`src/rtl/ce_sel_pkg.sv`:
```
package ce_sel_pkg;

  // Number of strap-programmed enables.
  localparam int NPROG = 2;

  // Captured selection state.
  typedef struct packed {
    logic echo;   // programmable enables all active
    logic core;   // every enable active
  } sel_state_t;

  localparam int STATE_W = $bits(sel_state_t);

  function automatic sel_state_t decode_sel(input logic e1_n,
                                            input logic [NPROG-1:0] act);
    sel_state_t s;
    s.echo = &act;
    s.core = (~e1_n) & (&act);
    return s;
  endfunction

endpackage

```
`src/rtl/ce_polarity_map.sv`:
```
module ce_polarity_map #(
  parameter int N = 2
) (
  input  logic [N-1:0] en_i,
  input  logic [N-1:0] strap_i,
  output logic [N-1:0] act_o
);

  // An enable is active when its level matches its strap.
  for (genvar g = 0; g < N; g++) begin : g_pol
    assign act_o[g] = ~(en_i[g] ^ strap_i[g]);
  end

endmodule

```
`src/rtl/ce_sel_capture.sv`:
```
module ce_sel_capture
  import ce_sel_pkg::*;
#(
  parameter int N = NPROG
) (
  input  logic         clk,
  input  logic         rst,
  input  logic         load_i,
  input  logic         e1_n_i,
  input  logic [N-1:0] act_i,
  output sel_state_t   state_o
);

  sel_state_t state_q;

  // Capture on load edges only; hold through burst cycles.
  always_ff @(posedge clk) begin
    if (rst) begin
      state_q <= '0;
    end else if (load_i) begin
      state_q <= decode_sel(e1_n_i, act_i);
    end
  end

  assign state_o = state_q;

endmodule

```
`src/rtl/ce_out_pipe.sv`:
```
module ce_out_pipe #(
  parameter int DEPTH = 1,
  parameter int W     = 2
) (
  input  logic         clk,
  input  logic         rst,
  input  logic [W-1:0] d_i,
  output logic [W-1:0] q_o
);

  if (DEPTH == 0) begin : g_pass
    assign q_o = d_i;
  end else begin : g_regs
    logic [W-1:0] stg_q [DEPTH];

    always_ff @(posedge clk) begin
      if (rst) begin
        for (int i = 0; i < DEPTH; i++) stg_q[i] <= '0;
      end else begin
        stg_q[0] <= d_i;
        for (int i = 1; i < DEPTH; i++) stg_q[i] <= stg_q[i-1];
      end
    end

    assign q_o = stg_q[DEPTH-1];
  end

endmodule

```
`src/rtl/ce_select_top.sv`:
```
module ce_select_top
  import ce_sel_pkg::*;
#(
  parameter int OUT_LAT = 1
) (
  input  logic clk,
  input  logic rst,
  input  logic load,
  input  logic e1_n,
  input  logic e2,
  input  logic e3,
  input  logic ep2,
  input  logic ep3,
  output logic core_sel,
  output logic dout_en,
  output logic echo_en
);

  logic [NPROG-1:0] prog_en;
  logic [NPROG-1:0] prog_strap;
  logic [NPROG-1:0] prog_act;
  sel_state_t       st;
  logic [STATE_W-1:0] pipe_out;

  assign prog_en    = {e3, e2};
  assign prog_strap = {ep3, ep2};

  ce_polarity_map #(.N(NPROG)) u_pol (
    .en_i    (prog_en),
    .strap_i (prog_strap),
    .act_o   (prog_act)
  );

  ce_sel_capture #(.N(NPROG)) u_cap (
    .clk     (clk),
    .rst     (rst),
    .load_i  (load),
    .e1_n_i  (e1_n),
    .act_i   (prog_act),
    .state_o (st)
  );

  // Both driver enables travel with the read data.
  ce_out_pipe #(.DEPTH(OUT_LAT), .W(STATE_W)) u_pipe (
    .clk (clk),
    .rst (rst),
    .d_i (st),
    .q_o (pipe_out)
  );

  assign core_sel = st.core;
  assign dout_en  = pipe_out[0];
  assign echo_en  = pipe_out[1];

endmodule

```
`config.mk`:
```
export PLATFORM = sky130hd
export DESIGN_NAME = ce_select_top
export DESIGN_NICKNAME = d
export VERILOG_FILES = /design/src/rtl/ce_sel_pkg.sv /design/src/rtl/ce_polarity_map.sv /design/src/rtl/ce_sel_capture.sv /design/src/rtl/ce_out_pipe.sv /design/src/rtl/ce_select_top.sv
export SDC_FILE = /design/constraint.sdc
export NUM_CORES = 1
export LEC_CHECK = 0
export BUFFER_PORTS_ARGS = -buffer_cell sky130_fd_sc_hd__buf_2
export CORE_AREA = 2 2 39 41
export CTS_BUF_LIST = sky130_fd_sc_hd__clkbuf_4
export DETAILED_ROUTE_END_ITERATION = 10
export DIE_AREA = 0 0 41 43
export HOLD_SLACK_MARGIN = 0.03
export PLACE_DENSITY = 0.33
export SYNTH_ARGS = -nofsm -noshare
export SYNTH_HDL_FRONTEND = slang
export SYNTH_SLANG_ARGS = --single-unit
```
`constraint.sdc`:
```
create_clock -name clk -period 1.7 [get_ports clk]
set_clock_uncertainty 0.2 [all_clocks]
set_input_delay 0.085 -clock clk [delete_from_list [all_inputs] [get_ports clk]]
set_output_delay 0.085 -clock clk [all_outputs]
set_load 0.02 [all_outputs]
```
---- Yosys cells after proc, flatten, opt, wreduce, memory -nomap -nowiden ----
Memory sizes are Yosys's and may differ from the RTL's.
Cells that the tools add are included.
word-level totals
  bits in registers ....................... 2
  memory bits (writable) .................. 2
  input bits .............................. 8
  output and inout port bits .............. 3
  logic and storage cells ................. 16
  memories kept ........................... 1
memories
  memory               depth  width  read ports  clocked after memory_dff  wr ports  RTL line           source
  u_pipe.g_regs.stg_q  1      2      1           0                         1         ce_out_pipe.sv:14  logic [W-1:0] stg_q [DEPTH];
cells by class
  muxes and demuxes ....................... 5
  bitwise gates (word level) .............. 6
  reductions and logical operators ........ 2
operators with widths
  kind                 number
  1-bit two-way mux    4
  1-bit inverter       3
  2-bit two-way mux    1
  2-bit AND reduction  1
  2-bit OR reduction   1
  1-bit bitwise XOR    2
  1-bit AND            1

---- Logic depth before layout (Yosys ltp) ----
Gate-level depths: netlist (run 1).
  word-level depth ........................ 4
  depth in mapped cells ................... 3

---- Modules after synthesis ----
Synthesis (run 1) repeated with hierarchy kept, for this count alone.
second synthesis, totals
  cells, all modules ...................... 14
  area total of the unflattened synthesis .. 146.4 sq um
modules (own cells, without submodules)
  module           instances  cells an instance  area each (sq um)  sequential area each (sq um)
  ce_sel_capture   1          8                  76.3               40.0
  ce_out_pipe      1          4                  52.6               40.0
  ce_polarity_map  1          2                  17.5               0.0

---- Worst setup path before layout (run 1) ----
Ideal clock, no wire load.
  kind .................................... input to register
  from .................................... input ep2
  to ...................................... register u_cap.state_q (netlist bit u_cap.state_o[1])
  library setup time ...................... 0.057 ns
  arrival ................................. 0.867 ns
  data required time ...................... 1.443 ns
  slack ................................... 0.576 ns
  stages on the path ...................... 3
  path buffers ............................ 0
  cells stage by stage .................... xor2_1 -> or4_1 -> a21bo_1
between the ends
  cells in the longest elaborated chain, start to end .. 3
ends and longest elaborated chain
  item                  RTL line               source
  from (decl)           ce_select_top.sv:12    input logic ep2,
  1-bit bitwise XOR     ce_polarity_map.sv:11  assign act_o[g] = ~(en_i[g] ^ strap_i[g]);
  1-bit inverter        ce_polarity_map.sv:11
  2-bit AND reduction   ce_sel_pkg.sv:17       s.echo = &act;
  to (signal assigned)  ce_sel_capture.sv:21   state_q <= decode_sel(e1_n_i, act_i);
  to (decl)             ce_sel_capture.sv:14   sel_state_t state_q;
No other way between the ends.
A chain may end at the register's enable or synchronous reset.

==> flow_summary.ini, run 1 <==
[setup_path]
path_buf_inv = 3
arrival_ns = 1.60
path_cells = buf_2 -> dlygate4sd3_1 -> nor2b_1 -> o2bb2ai_1 -> dlygate4sd3_1
critical_path_class = in2reg
cp_slowest_cell = dlygate4sd3_1
crit_family = buffers and inverters
crit-reg2reg-launch = u_cap.state_o[0]
critPathRequiredTime_ns = 1.67
r2r-end = u_cap.state_o[0]
r2r_slack_ns = 0.28
critPathMaxStageDelay_ns = 0.57
ff2ff_path_depth = 3
cp-end-kind = flip-flop
crit_fanout = 2
crit_top_cell = dlygate4sd3_1
critPathLaunchType = primary input

[sta]
setup_tns_ns = 0
fmax_mhz = 617
rsz0062_at_grt = false
fin_crit_ns = 1.62
fin_crit_sh_pct = 95.4
setup_viol = 0
drv_slew = 0
tightest_slew_ns = 0.154
slew_headroom_pct = 89.7
hold_viol = 0

[cts]
post_cts_buffers = 0
path_clk_slew_ns = 0.04
cts_tree = built
htree_num_levels = 1
clock_sinks = 4
cts_buffer_depth = 2
numCtsBuffers = 3
cts_root_buf = clkbuf_4
clk_latency_ns = 0.23
cts.repair.resized = 0

[synth]
ys_warn_count = 0
yosysSeqAreaShare_pct = 57.1
synthMuxAreaShare_pct = 0
synthAdderAreaFrac_pct = 0
syn_area_per_cell_um2 = 11.7
yosys.area_share.simple_pct = 14.3
synth_top_family_by_area = simple AND/OR/NAND/NOR gates
syn-cell-area_um2 = 140
synth_compound_area_share_pct = 13.4
synth-xor-area-share_pct = 12.5
syn-num-nets = 20
postSynthCellCount = 12
yosys.cell_types.count = 7
synth-seq-cells = 4

[finish]
stdcell_area_um2 = 273
layout_commonest_cell = buf_2
n_fill_cell = 161
antenna_cells = 0
final_cell_mix = buf_2, dlygate4sd3_1, dfxtp_1
final_nets = 39
fin_cells = 45
area_growth_pct = 94.6
drive_above_1_share_pct = 44.8

[routing]
first_pass_iters = 1
vias = 143
antenna_left = 0
drc_errors = 0
wl_per_cell_um = 6.69
viasPerCell = 3.18
drtIter0Drc = 0
routed_wl_um = 301

[grt]
grtUsageTotal_pct = 4.82
antenna_found_initial = 0
grt_pass1_vias = 163
grt_remaining_overflow = 0
grt_first_pass_wirelength_um = 538
grt_max_degree = 4

[worst_hold_path]
hold_end = u_cap.state_o[1]
hold_start = rst
hold_depth = 3
min_path_type = in2reg

[flow_run]
drv_cap = 0

[floorplan]
die_area_mm2 = 0.00176
die_w_um = 41
core_mm2 = 0.00138
chipHeight_um = 43
num_rows = 14
initial_core_util_pct = 10.1
io_pins = 11

[power_and_ir_drop]
total_power_uw = 242
leakagePower_nw = 0.143
cellPowerDensity_mw_per_mm2 = 889
irDropWorstVdd_mv = 0.134

[status]
status = completed

[place]
dp_cells = 38
io_buffers = 10
place_congestion = 0.609
placedInstanceArea_um2 = 210
[worst max path at each step]
| stage | start | endpoint | slack, ns | cells after the start |
|---|---|---|---|---|
| finish | rst | u_cap.state_o[0] | 0.08 | 5 |
| detailed placement | ep2 | u_cap.state_o[1] | 0.44 | 4 |
| global placement | ep2 | u_cap.state_o[1] | 0.44 | 4 |
| global route | rst | u_cap.state_o[0] | 0.004 | 5 |
| CTS | rst | u_cap.state_o[0] | 0.10 | 5 |
| floorplan | ep2 | u_cap.state_o[1] | 0.58 | 3 |
[synthesized netlist by cell type (all sizes together)]
master	n	area, um2
a21bo	1	10.0
nor2b	2	12.5
xor2	2	17.5
o2bb2ai	1	8.76
inv	1	3.75
dfxtp	4	80.1
or4	1	7.51
[metal layers]
metal | part of all wire [%] | vias to the layer above | track usage, %
met1 | 40 | 58 | 4.18
li1 | - | 75 | -
met2 | 43 | 10 | 7.19
met4 | 0 | 0 | 6.00
met3 | 17 | 0 | 1.57
met5 | 0 | - | 0
[worst min-delay path, cell delays in order]
cell	delay (ns)
buf_2	0.08
or4_1	0.11
a21bo_1	0.19
[final cells by class]
| class | instances | area, um2 | area share, % |
|---|---|---|---|
| Timing Repair Buffer | 14 | 90.1 | 33.0 |
| Sequential cell | 4 | 80.1 | 29.4 |
| Multi-Input combinational cell | 7 | 56.3 | 20.6 |
| Clock buffer | 3 | 22.5 | 8.26 |
| Tap cell | 16 | 20.0 | 7.34 |
| Inverter | 1 | 3.75 | 1.38 |
[where the power goes]
| part | switching, mW | internal, mW | leakage, nW |
|---|---|---|---|
| logic | 0.0107 | 0.0170 | 0.0968 |
| registers | 0.000728 | 0.0977 | 0.0325 |
| clock network | 0.0374 | 0.0789 | 0.0138 |
[kinds of logic after synthesis]
| logic type | after synthesis |
|---|---|
| AND/OR/NAND/NOR | 3 |
| AO/OA/AOI/OAI | 2 |
| buffers and inverters | 1 |
| XOR/XNOR | 2 |
| flip-flops | 4 |
[per-stage QoR]
step / hold slack, ns / utilization [%] / setup slack, ns
after floorplan: -0.0314 / - / 0.576
after CTS: 0.0846 / 19.7 / 0.102
after global routing: 0.125 / 19.7 / 0.00369
final: 0.0925 / 19.7 / 0.0788
after detailed placement: 0.0698 / 15.2 / 0.440
after global placement: 0.0650 / 15.2 / 0.439
[repair_timing]
action / in CTS / in global routing
endpoints found under the hold margin: 4 / 0
setup endpoints to repair: 0 / 0
hold buffers: 4 / 0
[state kept, by name, indices dropped and copies added, names as in the netlist]
name and cells:
u_cap.state_o 2, u_pipe.g_regs.stg_q 2
Note: power is estimated with default switching activity, not from simulation.
==> inputs of run 2 (changes only) <==
==> constraint.sdc (replaced) <==
create_clock -name clk -period 2.1 [get_ports clk]
set_clock_uncertainty 0.2 [all_clocks]
set_input_delay 0.105 -clock clk [delete_from_list [all_inputs] [get_ports clk]]
set_output_delay 0.105 -clock clk [all_outputs]
set_load 0.02 [all_outputs]
==> run 2 against run 1 <==
Critical path type unchanged. Global-route usage increased by 0.81 points. Count of clock-buffer cells in the layout is the same. Sequential share of layout area shrank 0.40 points.
==> flow_summary.ini, run 2 (synthesis results as in run 1) <==
[setup_path]
cp-end-kind = flip-flop
crit-reg2reg-launch = u_cap.state_o[0]
crit_family = buffers and inverters
path_buf_inv = 4
r2r-end = u_cap.state_o[0]
path_cells = dlygate4sd3_1 -> buf_2 -> inv_1 -> or4_4 -> o2bb2ai_1 -> dlygate4sd3_1
critPathLaunchType = primary input
arrival_ns = 1.99
critPathRequiredTime_ns = 2.08
critical_path_class = in2reg
r2r_slack_ns = 0.69
ff2ff_path_depth = 3
crit_top_cell = dlygate4sd3_1
critPathMaxStageDelay_ns = 0.55
cp_slowest_cell = dlygate4sd3_1
crit_fanout = 3

[power_and_ir_drop]
cellPowerDensity_mw_per_mm2 = 718
irDropWorstVdd_mv = 0.126
leakagePower_nw = 0.145
total_power_uw = 199

[finish]
stdcell_area_um2 = 277
drive_above_1_share_pct = 48.3
fin_cells = 45
final_cell_mix = buf_2, dlygate4sd3_1, dfxtp_1
final_nets = 39
area_growth_pct = 97.3
antenna_cells = 0
layout_commonest_cell = buf_2

[grt]
grtUsageTotal_pct = 5.63
grt_first_pass_wirelength_um = 614
antenna_found_initial = 0
grt_pass1_vias = 172
grt_max_degree = 4
grt_remaining_overflow = 0

[routing]
vias = 148
drtIter0Drc = 2
wl_per_cell_um = 7.62
viasPerCell = 3.29
routed_wl_um = 343
drc_errors = 0
first_pass_iters = 2
antenna_left = 0

[sta]
tightest_slew_ns = 0.141
fmax_mhz = 496
rsz0062_at_grt = false
setup_tns_ns = 0
slew_headroom_pct = 90.6
drv_slew = 0
fin_crit_sh_pct = 96.0
fin_crit_ns = 2.02
hold_viol = 0
setup_viol = 0

[worst_hold_path]
hold_end = u_cap.state_o[1]
hold_start = ep3
min_path_type = in2reg
hold_depth = 4

[place]
io_buffers = 10
dp_cells = 38
placedInstanceArea_um2 = 210
place_congestion = 0.604

[floorplan]
die_w_um = 41
core_mm2 = 0.00138
num_rows = 14
io_pins = 11
initial_core_util_pct = 10.1
die_area_mm2 = 0.00176
chipHeight_um = 43

[cts]
path_clk_slew_ns = 0.04
clock_sinks = 4
htree_num_levels = 1
cts_buffer_depth = 2
numCtsBuffers = 3
cts_root_buf = clkbuf_4
cts_tree = built
clk_latency_ns = 0.23

[status]
status = completed

[flow_run]
drv_cap = 0
-- run 2: cell count changes in the layout (fill, tap and decap cells not counted) --
| cell | previous run | this run |
|---|---|---|
| or4_1 | 1 | 0 |
| or4_4 | 0 | 1 |
-- run 2: cell type report --
class	count	area (um2)
repair buffers	14	90.1
well taps	16	20.0
inverters	1	3.75
clock buffers	3	22.5
fillers	160	1110
flip-flops and latches	4	80.1
multi-input cells	7	60.1
-- run 2: worst max-delay path by stage --
stage	from	end	slack, ns	cells past startpoint
6_report	load	u_cap.state_o[0]	0.08	6
5_1_grt	load	u_cap.state_o[0]	0.03	6
3_3_place_gp	ep2	u_cap.state_o[1]	0.82	4
3_5_place_dp	ep2	u_cap.state_o[1]	0.82	4
4_1_cts	load	u_cap.state_o[0]	0.09	6
2_1_floorplan	ep2	u_cap.state_o[1]	0.96	3
-- run 2: per-layer routing --
metal	wire length (um)	track usage [%]
met1	130	5.48
met2	157	7.50
met3	55	1.57
met4	0	8.00
met5	0	0
-- run 2: tightest hold or removal path: stages --
cell     delay (ns)
buf_2          0.08
xor2_1         0.13
or4_4          0.13
a21bo_1        0.18
-- run 2: timing repair --
action / CTS / global route
hold buffers: 4 / 0
setup buffers: 0 / 0
endpoints found under the setup margin: 0 / 1
gates resized for setup: 0 / 1
endpoints found under the hold margin: 4 / 0
-- run 2: report_power, final --
group	switching [mW]	internal (mW)	total (mW)	leakage (nW)
clock network	0.0311	0.0639	0.0951	0.0138
logic	0.00935	0.0144	0.0238	0.0984
registers	0.000638	0.0791	0.0797	0.0325
-- run 2: through the flow --
stage / util, % / worst slack (ns) / hold slack (ns)
final: 20.0 / 0.0837 / 0.249
after global routing: 20.0 / 0.0251 / 0.277
after CTS: 19.7 / 0.0917 / 0.231
after detailed placement: 15.2 / 0.822 / 0.0885
after global placement: 15.2 / 0.817 / 0.0848
after floorplan: - / 0.956 / -0.0114
